## src/rtl/clkdiv_pkg.sv

```systemverilog
`timescale 1ns/1ps
package clkdiv_pkg;

  // sequencer states; SQ_HOLD is used only by the PLL style,
  // SQ_LOAD only by the plain style
  typedef enum logic [1:0] {
    SQ_IDLE = 2'd0,
    SQ_BYP  = 2'd1,
    SQ_HOLD = 2'd2,
    SQ_LOAD = 2'd3
  } seq_state_e;

  // one-cycle commands from the sequencer to the field registers
  typedef struct packed {
    logic set_byp;
    logic clr_byp;
    logic load;
  } seq_cmd_t;

endpackage

```

## src/rtl/clkdiv_counter.sv

```systemverilog
`timescale 1ns/1ps
module clkdiv_counter #(
  parameter int DIV_W = 8
) (
  input  logic             clk,
  input  logic             rst_n,
  input  logic             restart,
  input  logic             hold,
  input  logic [DIV_W-1:0] div_field,
  output logic             tick
);

  // the last count of a period is field-1; a zero field wraps to all ones,
  // which is exactly the period of 2**DIV_W
  function automatic logic [DIV_W-1:0] last_count(input logic [DIV_W-1:0] f);
    return f - {{(DIV_W-1){1'b0}}, 1'b1};
  endfunction

  logic [DIV_W-1:0] cnt_q;
  logic [DIV_W-1:0] cnt_last;
  logic             at_last;

  assign cnt_last = last_count(div_field);
  assign at_last  = (cnt_q == cnt_last);
  assign tick     = !hold && at_last;

  always_ff @(posedge clk or negedge rst_n) begin
    if (!rst_n) begin
      cnt_q <= '0;
    end else if (restart || hold) begin
      cnt_q <= '0;
    end else if (at_last) begin
      cnt_q <= '0;
    end else begin
      cnt_q <= cnt_q + {{(DIV_W-1){1'b0}}, 1'b1};
    end
  end

  // the field register (outside) only changes together with a restart,
  // so the count can never run past the period it selects
  assert_cnt_bound_R1: assert property (@(posedge clk) disable iff (!rst_n)
    cnt_q <= cnt_last);

endmodule

```

## src/rtl/clkdiv_seq.sv

```systemverilog
`timescale 1ns/1ps
module clkdiv_seq
  import clkdiv_pkg::*;
#(
  parameter int REQ_W     = 12,
  parameter int DIV_W     = 8,
  parameter int HOLD_CYC  = 50,
  parameter bit PLL_STYLE = 1'b1
) (
  input  logic             clk,
  input  logic             rst_n,
  input  logic             req,
  input  logic [REQ_W-1:0] req_div,
  input  logic             cfg_we,
  output logic             ack,
  output logic             busy,
  output seq_cmd_t         cmd,
  output logic [DIV_W-1:0] load_field
);

  localparam int DIV_MAX = 1 << DIV_W;

  // requests at or above the largest division map to the zero field
  function automatic logic [DIV_W-1:0] clamp_req(input logic [REQ_W-1:0] r);
    if (int'(r) >= DIV_MAX) return '0;
    return r[DIV_W-1:0];
  endfunction

  seq_state_e       state_q, state_d;
  logic             ack_q, ack_d;
  logic [DIV_W-1:0] pend_q, pend_d;
  logic             start;

  // a request waits while a direct write takes the cycle, and is not
  // taken while the previous acknowledge is still on the port
  assign start      = (state_q == SQ_IDLE) && req && !ack_q && !cfg_we;
  assign pend_d     = start ? clamp_req(req_div) : pend_q;
  assign busy       = (state_q != SQ_IDLE);
  assign ack        = ack_q;
  assign load_field = pend_q;

  generate
    if (PLL_STYLE) begin : g_pll
      localparam int HW = (HOLD_CYC < 2) ? 1 : $clog2(HOLD_CYC);
      localparam logic [HW-1:0] HOLD_LAST = HW'(HOLD_CYC - 1);
      logic [HW-1:0] hold_q, hold_d;

      always_comb begin
        state_d = state_q;
        cmd     = '0;
        ack_d   = 1'b0;
        hold_d  = hold_q;
        unique case (state_q)
          SQ_IDLE: begin
            if (start) begin
              cmd.set_byp = 1'b1;
              state_d     = SQ_BYP;
            end
          end
          SQ_BYP: begin
            cmd.load = 1'b1;
            hold_d   = '0;
            state_d  = SQ_HOLD;
          end
          SQ_HOLD: begin
            if (hold_q == HOLD_LAST) begin
              cmd.clr_byp = 1'b1;
              ack_d       = 1'b1;
              state_d     = SQ_IDLE;
            end else begin
              hold_d = hold_q + {{(HW-1){1'b0}}, 1'b1};
            end
          end
          default: state_d = SQ_IDLE;
        endcase
      end

      always_ff @(posedge clk or negedge rst_n) begin
        if (!rst_n) hold_q <= '0;
        else        hold_q <= hold_d;
      end
    end else begin : g_plain
      always_comb begin
        state_d = state_q;
        cmd     = '0;
        ack_d   = 1'b0;
        unique case (state_q)
          SQ_IDLE: begin
            if (start) begin
              cmd.clr_byp = 1'b1;
              state_d     = SQ_LOAD;
            end
          end
          SQ_LOAD: begin
            cmd.load = 1'b1;
            ack_d    = 1'b1;
            state_d  = SQ_IDLE;
          end
          default: state_d = SQ_IDLE;
        endcase
      end
    end
  endgenerate

  always_ff @(posedge clk or negedge rst_n) begin
    if (!rst_n) begin
      state_q <= SQ_IDLE;
      ack_q   <= 1'b0;
      pend_q  <= '0;
    end else begin
      state_q <= state_d;
      ack_q   <= ack_d;
      pend_q  <= pend_d;
    end
  end

  assert_ack_single_R6: assert property (@(posedge clk) disable iff (!rst_n)
    ack |=> !ack);

  assert_idle_after_ack_R9: assert property (@(posedge clk) disable iff (!rst_n)
    ack |=> !busy);

endmodule

```

## src/rtl/clk_en_divider.sv

```systemverilog
`timescale 1ns/1ps
module clk_en_divider
  import clkdiv_pkg::*;
#(
  parameter int DIV_W     = 8,
  parameter int REQ_W     = 12,
  parameter int HOLD_CYC  = 50,
  parameter bit PLL_STYLE = 1'b1,
  parameter int RESET_DIV = 4,
  parameter bit RESET_BYP = 1'b1
) (
  input  logic             clk,
  input  logic             rst_n,
  input  logic             ref_en,
  input  logic             cfg_we,
  input  logic [DIV_W-1:0] cfg_div,
  input  logic             cfg_byp,
  input  logic             chg_req,
  input  logic [REQ_W-1:0] chg_div,
  output logic             chg_ack,
  output logic             clk_en
);

  logic [DIV_W-1:0] div_q;
  logic [DIV_W-1:0] load_field;
  logic             byp_q;
  logic             busy;
  logic             tick;
  logic             cfg_take;
  logic             restart;
  seq_cmd_t         cmd;

  clkdiv_seq #(
    .REQ_W    (REQ_W),
    .DIV_W    (DIV_W),
    .HOLD_CYC (HOLD_CYC),
    .PLL_STYLE(PLL_STYLE)
  ) u_seq (
    .clk       (clk),
    .rst_n     (rst_n),
    .req       (chg_req),
    .req_div   (chg_div),
    .cfg_we    (cfg_we),
    .ack       (chg_ack),
    .busy      (busy),
    .cmd       (cmd),
    .load_field(load_field)
  );

  // named events for the checks below
  assign cfg_take = cfg_we && !busy;
  assign restart  = cfg_take || cmd.load || cmd.clr_byp;

  always_ff @(posedge clk or negedge rst_n) begin
    if (!rst_n) begin
      div_q <= DIV_W'(RESET_DIV);
      byp_q <= RESET_BYP;
    end else if (cfg_take) begin
      div_q <= cfg_div;
      byp_q <= cfg_byp;
    end else begin
      if (cmd.set_byp) byp_q <= 1'b1;
      if (cmd.clr_byp) byp_q <= 1'b0;
      if (cmd.load)    div_q <= load_field;
    end
  end

  clkdiv_counter #(
    .DIV_W(DIV_W)
  ) u_cnt (
    .clk      (clk),
    .rst_n    (rst_n),
    .restart  (restart),
    .hold     (byp_q),
    .div_field(div_q),
    .tick     (tick)
  );

  assign clk_en = byp_q ? ref_en : tick;

  assert_ack_out_of_byp_R6: assert property (@(posedge clk) disable iff (!rst_n)
    chg_ack |-> !byp_q);

  assert_cfg_ignored_busy_R8: assert property (@(posedge clk) disable iff (!rst_n)
    (cfg_we && busy && (cmd == '0)) |=> ($stable(div_q) && $stable(byp_q)));

  generate
    if (PLL_STYLE) begin : g_pll_chk
      localparam int SW = $clog2(HOLD_CYC + 1);
      logic [SW-1:0] since_load;

      // cycles elapsed since the last divisor load, saturating
      always_ff @(posedge clk or negedge rst_n) begin
        if (!rst_n)                          since_load <= '0;
        else if (cmd.load)                   since_load <= '0;
        else if (since_load != SW'(HOLD_CYC)) since_load <= since_load + {{(SW-1){1'b0}}, 1'b1};
      end

      assert_byp_before_load_R5: assert property (@(posedge clk) disable iff (!rst_n)
        cmd.load |-> byp_q);

      assert_hold_min_R6: assert property (@(posedge clk) disable iff (!rst_n)
        cmd.clr_byp |-> (since_load >= SW'(HOLD_CYC - 1)));
    end else begin : g_plain_chk
      assert_unbyp_before_load_R7: assert property (@(posedge clk) disable iff (!rst_n)
        cmd.load |-> !byp_q);
    end
  endgenerate

endmodule

```

## config.mk

```make
export PLATFORM = sky130hd
export DESIGN_NAME = clk_en_divider
export DESIGN_NICKNAME = d
export VERILOG_FILES = /design/src/rtl/clkdiv_pkg.sv /design/src/rtl/clkdiv_counter.sv /design/src/rtl/clkdiv_seq.sv /design/src/rtl/clk_en_divider.sv
export SDC_FILE = /design/constraint.sdc
export NUM_CORES = 1
export LEC_CHECK = 0
export ABC_CLOCK_PERIOD_IN_PS = 4400
export CAP_MARGIN = 20
export CELL_PAD_IN_SITES_DETAIL_PLACEMENT = 1
export CELL_PAD_IN_SITES_GLOBAL_PLACEMENT = 1
export CORE_MARGIN = 4
export CORE_UTILIZATION = 44
export DETAILED_ROUTE_END_ITERATION = 8
export PLACE_DENSITY = 0.95
export SKIP_LAST_GASP = 1
export SYNTH_ARGS = -nofsm -noshare
export SYNTH_HDL_FRONTEND = slang
export SYNTH_SLANG_ARGS = --single-unit
```

## constraint.sdc

```tcl
create_clock -name clk -period 4.4 [get_ports clk]
set_clock_uncertainty 0.15 [all_clocks]
set_input_delay 0.88 -clock clk [delete_from_list [all_inputs] [get_ports clk]]
set_output_delay 0.88 -clock clk [all_outputs]
set_load 0.01 [all_outputs]
```

Yosys cells after proc, flatten, opt, wreduce, memory -nomap -nowiden. Index checks and enable logic that the tools add are counted.

Register bits: 34. Input port bits: 26.

Add/subtract/negate cells: 3. Magnitude comparators: 1. Equal/unequal tests: 7. Multiplexer cells: 21. Reductions and logical operators: 19.

Operators with widths (count): $mux W8 (6); $ge A12 B9 Y1 const B (1); $pmux W6 S2 (1); $mux W1 (10); $add A8 B1 Y8 const B (1); $eq A8 B8 Y1 (1); $sub A8 B1 Y8 const B (1); $add A6 B1 Y6 const B (1); $eq A6 B6 Y1 const B (1); $mux W6 (1); $pmux W2 S3 (1); $reduce_bool A2 Y1 (3); $logic_and A1 B1 Y1 (5); $logic_not A1 Y1 (4); $mux W2 (2); $ne A2 B1 Y1 const B (2); $reduce_and A2 Y1 (2); $logic_or A1 B1 Y1 (3); $reduce_bool A3 Y1 (1); $eq A2 B1 Y1 const B (1); $eq A2 B2 Y1 const B (1); $logic_not A2 Y1 (1); $ne A2 B2 Y1 const B (1).

Longest topological paths before layout. Gate-level depths: netlist (run 1).

Depth in word-level cells: 9. Gate-level depth with buffers: 7.

Hierarchy. From an unflattened synthesis (run 1), not the netlist that was laid out.

Cell total of the unflattened synthesis: 205. Area, all modules: 2183.3 µm².

By module, submodules not included: clkdiv_seq (times used 1, cells each 95, area an instance 955.9 µm², seq. area each 425.4 µm²); clkdiv_counter (times used 1, cells each 76, area an instance 696.9 µm², seq. area each 200.2 µm²); clk_en_divider (times used 1, cells each 34, area an instance 530.5 µm², seq. area each 227.7 µm²).

Worst setup path after synthesis (run 1). Ideal clock, no wire load.

Path type: register to output. Start point: register div_q[2]. End point: output port clk_en. Data arrival time: 1.694 ns. Required time: 3.370 ns. Setup slack: 1.676 ns. Cell stages (with the launch flop): 7. Path buffers: 1. Path through: dfstp_2 buf_4 nor3_2 nand3_1 xnor2_1 a2111oi_4 a31o_1.

Cells in the longest elaborated chain, start to end: 4.

Ends and longest elaborated chain: start, declared (RTL line clk_en_divider.sv:24) `logic [DIV_W-1:0] div_q;`; start signal, assigned (RTL line clk_en_divider.sv:56) `div_q <= DIV_W'(RESET_DIV);`; start signal, assigned (RTL line clk_en_divider.sv:59) `div_q <= cfg_div;`; start signal, assigned (RTL line clk_en_divider.sv:64) `if (cmd.load) div_q <= load_field;`; $sub A8 B1 Y8 (RTL line clkdiv_counter.sv:16) `return f - {{(DIV_W-1){1'b0}}, 1'b1};`; $eq A8 B8 Y1 (RTL line clkdiv_counter.sv:24) `assign at_last = (cnt_q == cnt_last);`; $logic_and A1 B1 Y1 (RTL line clkdiv_counter.sv:25) `assign tick = !hold && at_last;`; $mux W1 (RTL line clk_en_divider.sv:79) `assign clk_en = byp_q ? ref_en : tick;`; end, declared (RTL line clk_en_divider.sv:21) `output logic clk_en`.

Every way passes these cells.

Worst setup path in the final report (run 1).
Start point: register div_q[0]. End point: output port clk_en.

Same word-level chain as after synthesis.

==> results of run 1 <==
==> worst paths after layout <==
kind / to / slack (ps) / cells past startpoint
max in group asynchronous: div_q[2] / 2910 / 2
min in group asynchronous: u_cnt.cnt_q[4] / 850 / 2
min reg2reg: u_seq.load_field[4] / 330 / 2
max: clk_en / 640 / 8
max reg2reg: u_cnt.cnt_q[0] / 2260 / 7
min: u_seq.load_field[4] / 330 / 2
==> critical path, delay by kind of cell, from the launching register on <==
family | cells | cell delay, ps
flops | 1 | 440
fa+ha+maj | 1 | 250
mux | 1 | 140
simple gates | 1 | 80
compound gates | 3 | 920
buf+inv | 2 | 610
==> area by class of cell <==
type	instances	area, µm²	share of cell area
Multi-Input combinational cell	151	930	0.413
Sequential cell	34	853	0.379
Timing Repair Buffer	29	283	0.126
Clock buffer	7	86.3	0.0384
Tap cell	50	62.6	0.0278
Inverter	8	30.0	0.0133
Clock inverter	1	5.00	0.00222
==> cell usage after synthesis (all sizes together), types with 2 or more instances <==
| library cell | count | area share |
|---|---|---|
| o21bai | 2 | 0.010 |
| a31o | 2 | 0.0095 |
| nand2b | 3 | 0.010 |
| clkbuf | 4 | 0.0082 |
| dfstp | 2 | 0.029 |
| nor3 | 4 | 0.014 |
| o21ai | 14 | 0.038 |
| nor2b | 2 | 0.0068 |
| xnor2 | 7 | 0.037 |
| nand4 | 2 | 0.0068 |
| a22oi | 8 | 0.033 |
| nand3 | 17 | 0.052 |
| a21oi | 9 | 0.025 |
| nand2 | 37 | 0.076 |
| nor2 | 13 | 0.027 |
| xor2 | 9 | 0.043 |
| inv | 7 | 0.014 |
| ha | 4 | 0.027 |
| and2 | 2 | 0.0068 |
| dfrtp | 32 | 0.44 |
==> kinds of logic (layout without fill, tap and decap cells) <==
family | count (synthesis) | after routing | synth area share
buffers and inverters | 13 | 45 | 0.0286
AOI/OAI and AO/OA | 43 | 43 | 0.162
DFF | 34 | 34 | 0.465
and+or+nand+nor | 87 | 87 | 0.232
adders and majority gates | 4 | 4 | 0.0273
xor gates and xnor gates | 16 | 16 | 0.0804
muxes | 1 | 1 | 0.00545
==> metal layers <==
metal  up-vias  part of all wire  global-route usage
met2        28              0.52               0.330
met3         7             0.038              0.0468
met4         0             0.017              0.0676
met5         -                 0                   0
li1        757                 -                   -
met1       786              0.42               0.238
==> through the flow <==
stage | cell area [µm²] | hold slack [ps] | total power, µW | cells | utilization
floorplan | 1840 | 290 | 857 | 198 | -
global placement | 2150 | 305 | 969 | 271 | 0.534
detailed placement | 2150 | 311 | 1010 | 271 | 0.534
CTS | 2240 | 329 | 1250 | 279 | 0.557
global route | 2250 | 357 | 1340 | 280 | 0.558
finish | 2250 | 327 | 1240 | 280 | 0.558
==> state kept, by name, indices dropped and copies added (netlist names) <==
register and flops:
div_q 8, byp_q 1, u_seq.g_pll.hold_q 6, u_seq.load_field 8, u_seq.state_q 2, u_cnt.cnt_q 8
u_seq.ack 1
==> power breakdown <==
group	leakage, µW	total, µW	switching [µW]	internal (µW)
clock network	0.0000482	241	115	126
logic	0.000514	485	282	203
registers	0.000450	515	116	399
total	0.00101	1240	513	728
==> results.sh, run 1 <==
export IMPL_outcome="finished clean"
export IMPL_avgSynthCellArea_um2=9.27
export IMPL_fp_row_count=23
export IMPL_setup_worst_path_class="reg -> out"
export IMPL_critPathLaunch="div_q[0]"
export IMPL_p_leak_uw=0.00101
export IMPL_wl_per_cell_um=16.3
export IMPL_period_needed_ps=3760
export IMPL_gr_total_overflow=0
export IMPL_worst_slew_pin_slew_ps=604
export IMPL_relSlewSlack=0.597
export IMPL_cts_sinks=34
export IMPL_max_freq_mhz=266
export IMPL_ioPinCount=28
export IMPL_setup_viol=0
export IMPL_htreeDepth=2
export IMPL_grt_max_degree=35
export IMPL_gp_congestion=0.871
export IMPL_cts_buffer_depth=2
export IMPL_maxCapViolCount=0
export IMPL_end_kind="primary output"
export IMPL_die_w_um=72.6
export IMPL_clkTransAtPathRegs_ps=70
export IMPL_setup_ws_ps=644
export IMPL_layout_common_cells="37 x nand2_1, 32 x dfrtp_1, 27 x clkdlybuf4s50_1"
export IMPL_hp_start="u_seq.load_field[4]"
export IMPL_syn_num_nets=228
export IMPL_ys_warnings_count=0
export IMPL_grt_pass1_vias=1637
export IMPL_synth_distinct_cells=43
export IMPL_post_route_period_util=0.854
export IMPL_drt_iter0_markers=79
export IMPL_power_density_nw_per_um2=552
export IMPL_yosys_register_bits=34
export IMPL_cts_buffers=5
export IMPL_ant_nets=0
export IMPL_timing_rr_start="div_q[0]"
export IMPL_final_setup_tns_ps=0
export IMPL_arrival_ps=2730
export IMPL_fillers=476
export IMPL_start_util=0.456
export IMPL_grt_usage=0.193
export IMPL_postCtsSetupBuffers=0
export IMPL_syn_to_final_growth_pct=22.6
export IMPL_coreArea_um2=4030
export IMPL_portBuffers=27
export IMPL_holdCritPathClass="reg -> reg"
export IMPL_slowest_stage="a2111oi_4"
export IMPL_ys_async_sr_fraction=1.00
export IMPL_worst_path_max_fanout=9
export IMPL_cts_hold_buffers=0
export IMPL_worstPathCellList="inv_1 > ha_1 > nand2_1 > mux2i_1 > a21oi_1 > a2111oi_4 > a31o_1 > clkdlybuf4s50_1"
export IMPL_syn_area_um2=1840
export IMPL_rsz0062_at_grt="no"
export IMPL_post_cts_resized=0
export IMPL_final_common_cell="nand2_1"
export IMPL_grt_pass1_wl_um=7900
export IMPL_cts_root_buf="clkbuf_8"
export IMPL_drive_gt1_frac=0.0913
export IMPL_synth_main_ff_cell="dfrtp_1"
export IMPL_hold_viol_final=0
export IMPL_critPathLaunchType="flop"
export IMPL_die_y_um=72.6
export IMPL_design_die_area_um2=5270
export IMPL_worst_path_largest_cell_delay_ps=590
export IMPL_dp_final_hpwl_um=3470
export IMPL_vias_per_cell=5.64
export IMPL_irDropWorstVdd_mv=0.285
export IMPL_n_antenna_cell=0
export IMPL_fin_nets=259
export IMPL_vias=1578
export IMPL_pre_cts_ws_ps=959
export IMPL_ys_seq_area_frac=0.465
export IMPL_routed_wl_um=4560
export IMPL_clock_latency_ps=290
export IMPL_antenna_found_initial=0
export IMPL_drtPass1Iterations=4
export IMPL_maxSlewViolCount=0
export IMPL_critPathRequiredTime_ps=3370
export IMPL_synthCells=198
export IMPL_synth_edf_count=0
export IMPL_cts_tree="built"
export IMPL_drc=0
Note: power is estimated with default switching activity, not from simulation.
==> inputs of run 2 (changes only) <==
--- a/config.mk
+++ b/config.mk
@@ -14,6 +14,7 @@
 export DETAILED_ROUTE_END_ITERATION = 8
 export PLACE_DENSITY = 0.95
 export SKIP_LAST_GASP = 1
+export SLEW_MARGIN = 20
 export SYNTH_ARGS = -nofsm -noshare
 export SYNTH_HDL_FRONTEND = slang
 export SYNTH_SLANG_ARGS = --single-unit
==> run 2 against run 1 <==
Against the previous run: critical path depth stayed put; combinational power barely moved; sequential power about the same; cell area is essentially flat; via count rose by 0.25%; register-to-register slack hardly changed; highest routed layer unchanged.
==> results.sh, run 2 (synthesis gave the netlist of run 1 again) <==
export IMPL_end_kind="primary output"
export IMPL_hold_viol_final=0
export IMPL_cts_buffer_depth=2
export IMPL_pwr_share_comb=0.390
export IMPL_drt_iter0_markers=79
export IMPL_critPathLaunch="div_q[0]"
export IMPL_setup_viol=0
export IMPL_htreeDepth=2
export IMPL_irDropWorstVdd_mv=0.286
export IMPL_ioPinCount=28
export IMPL_post_cts_resized=0
export IMPL_vias=1582
export IMPL_die_y_um=72.6
export IMPL_n_antenna_cell=0
export IMPL_grt_pass1_vias=1637
export IMPL_rr_worst_depth=7
export IMPL_worst_path_largest_cell_delay_ps=590
export IMPL_drive_gt1_frac=0.0917
export IMPL_gr_total_overflow=0
export IMPL_power_frac_clock=0.195
export IMPL_min_to="u_seq.load_field[0]"
export IMPL_setup_worst_path_class="reg -> out"
export IMPL_internal_power_uw=728
export IMPL_portBuffers=27
export IMPL_fp_row_count=23
export IMPL_antenna_found_initial=0
export IMPL_post_route_period_util=0.853
export IMPL_maxSlewViolCount=0
export IMPL_hp_start="u_seq.load_field[0]"
export IMPL_r2r_slack_ps=2260
export IMPL_relSlewSlack=0.545
export IMPL_drtPass1Iterations=4
export IMPL_start_util=0.456
export IMPL_worstPathCellList="inv_1 > ha_1 > nand2_1 > mux2i_1 > a21oi_1 > a2111oi_4 > a31o_1 > clkdlybuf4s50_1"
export IMPL_max_freq_mhz=266
export IMPL_p_leak_uw=0.00101
export IMPL_clock_latency_ps=290
export IMPL_grt_usage=0.193
export IMPL_rsz0062_at_grt="no"
export IMPL_vias_per_cell=5.67
export IMPL_cts_tree="built"
export IMPL_routed_wl_um=4570
export IMPL_slowest_stage="a2111oi_4"
export IMPL_hold_depth=2
export IMPL_cts_buffers=5
export IMPL_arrival_ps=2720
export IMPL_cts_hold_buffers=0
export IMPL_ant_nets=0
export IMPL_outcome="finished clean"
export IMPL_clkTransAtPathRegs_ps=70
export IMPL_layout_common_cells="37 x nand2_1, 32 x dfrtp_1, 27 x clkdlybuf4s50_1"
export IMPL_swShare=0.414
export IMPL_coreArea_um2=4030
export IMPL_dp_final_hpwl_um=3470
export IMPL_critPathRequiredTime_ps=3370
export IMPL_power_density_nw_per_um2=552
export IMPL_die_w_um=72.6
export IMPL_cts_sinks=34
export IMPL_postCtsSetupBuffers=0
export IMPL_syn_to_final_growth_pct=22.6
export IMPL_drc=0
export IMPL_design_die_area_um2=5270
export IMPL_holdCritPathClass="reg -> reg"
export IMPL_maxCapViolCount=0
export IMPL_r2r_end="u_cnt.cnt_q[0]"
export IMPL_worst_path_max_fanout=9
export IMPL_timing_rr_start="div_q[0]"
export IMPL_wl_per_cell_um=16.4
export IMPL_whs_ps=327
export IMPL_power_switching_uw=514
export IMPL_final_common_cell="nand2_1"
export IMPL_final_setup_tns_ps=0
export IMPL_grt_pass1_wl_um=7900
export IMPL_period_needed_ps=3750
export IMPL_worst_slew_pin_slew_ps=676
export IMPL_grt_max_degree=35
export IMPL_cts_root_buf="clkbuf_8"
export IMPL_critPathLaunchType="flop"
export IMPL_gp_congestion=0.871
export IMPL_pwr_share_seq=0.415
export IMPL_fin_nets=258
-- run 2: routing by layer --
layer / vias up / global-route usage / wire [µm] / part of all wire
li1: 755 / - / - / -
met1: 791 / 0.238 / 1930 / 0.42
met2: 29 / 0.330 / 2370 / 0.52
met3: 7 / 0.0468 / 179 / 0.039
met4: 0 / 0.0676 / 82 / 0.018
met5: - / 0 / 0 / 0
-- run 2: per-stage QoR --
stage	total power (µW)	utilization	std cells	worst slack (ps)	instance area, µm²
floorplan	857	-	198	1680	1840
global placement	969	0.534	271	1030	2150
detailed placement	1010	0.534	271	959	2150
CTS	1250	0.557	279	637	2240
global route	1340	0.559	279	494	2250
finish	1240	0.559	279	645	2250
-- run 2: critical path, delay by kind of cell, from the launching register on --
kind | cells | cell delay, ps
muxes | 1 | 140
buffers and inverters | 2 | 610
adders and majority gates | 1 | 250
DFF | 1 | 440
AOI/OAI and AO/OA | 3 | 920
and+or+nand+nor | 1 | 80
-- run 2: how the worst max path moves through the flow --
stage,depth (start not counted),slack (ps),end
after floorplan,6,1680,clk_en
after global placement,8,1030,clk_en
after global routing,8,490,clk_en
after detailed placement,8,960,clk_en
after CTS,8,640,clk_en
final,8,650,clk_en
-- run 2: final cells by class --
| cell class | count | area [µm²] |
|---|---|---|
| fill | 476 | 1780 |
| multi-input combinational | 151 | 936 |
| sequential | 34 | 853 |
| timing repair buffer | 28 | 278 |
| clock buffer | 7 | 86.3 |
| tap | 50 | 62.6 |
| inverter | 8 | 30.0 |
| clock inverter | 1 | 5.00 |
-- run 2: power by group through the flow --
stage	clock [µW]	combinational, µW	sequential (µW)
floorplan	0	389	468
global placement	0	461	508
detailed placement	0	489	520
CTS	247	491	517
global route	258	553	532
finish	242	484	516
==> inputs of run 3 (changes only) <==
--- a/config.mk
+++ b/config.mk
@@ -14,7 +14,6 @@
 export DETAILED_ROUTE_END_ITERATION = 8
 export PLACE_DENSITY = 0.95
 export SKIP_LAST_GASP = 1
-export SLEW_MARGIN = 20
 export SYNTH_ARGS = -nofsm -noshare
 export SYNTH_HDL_FRONTEND = slang
 export SYNTH_SLANG_ARGS = --single-unit
==> results of run 3 <==
Same layout as run 1: the final DEF is identical, and so are final timing and power.
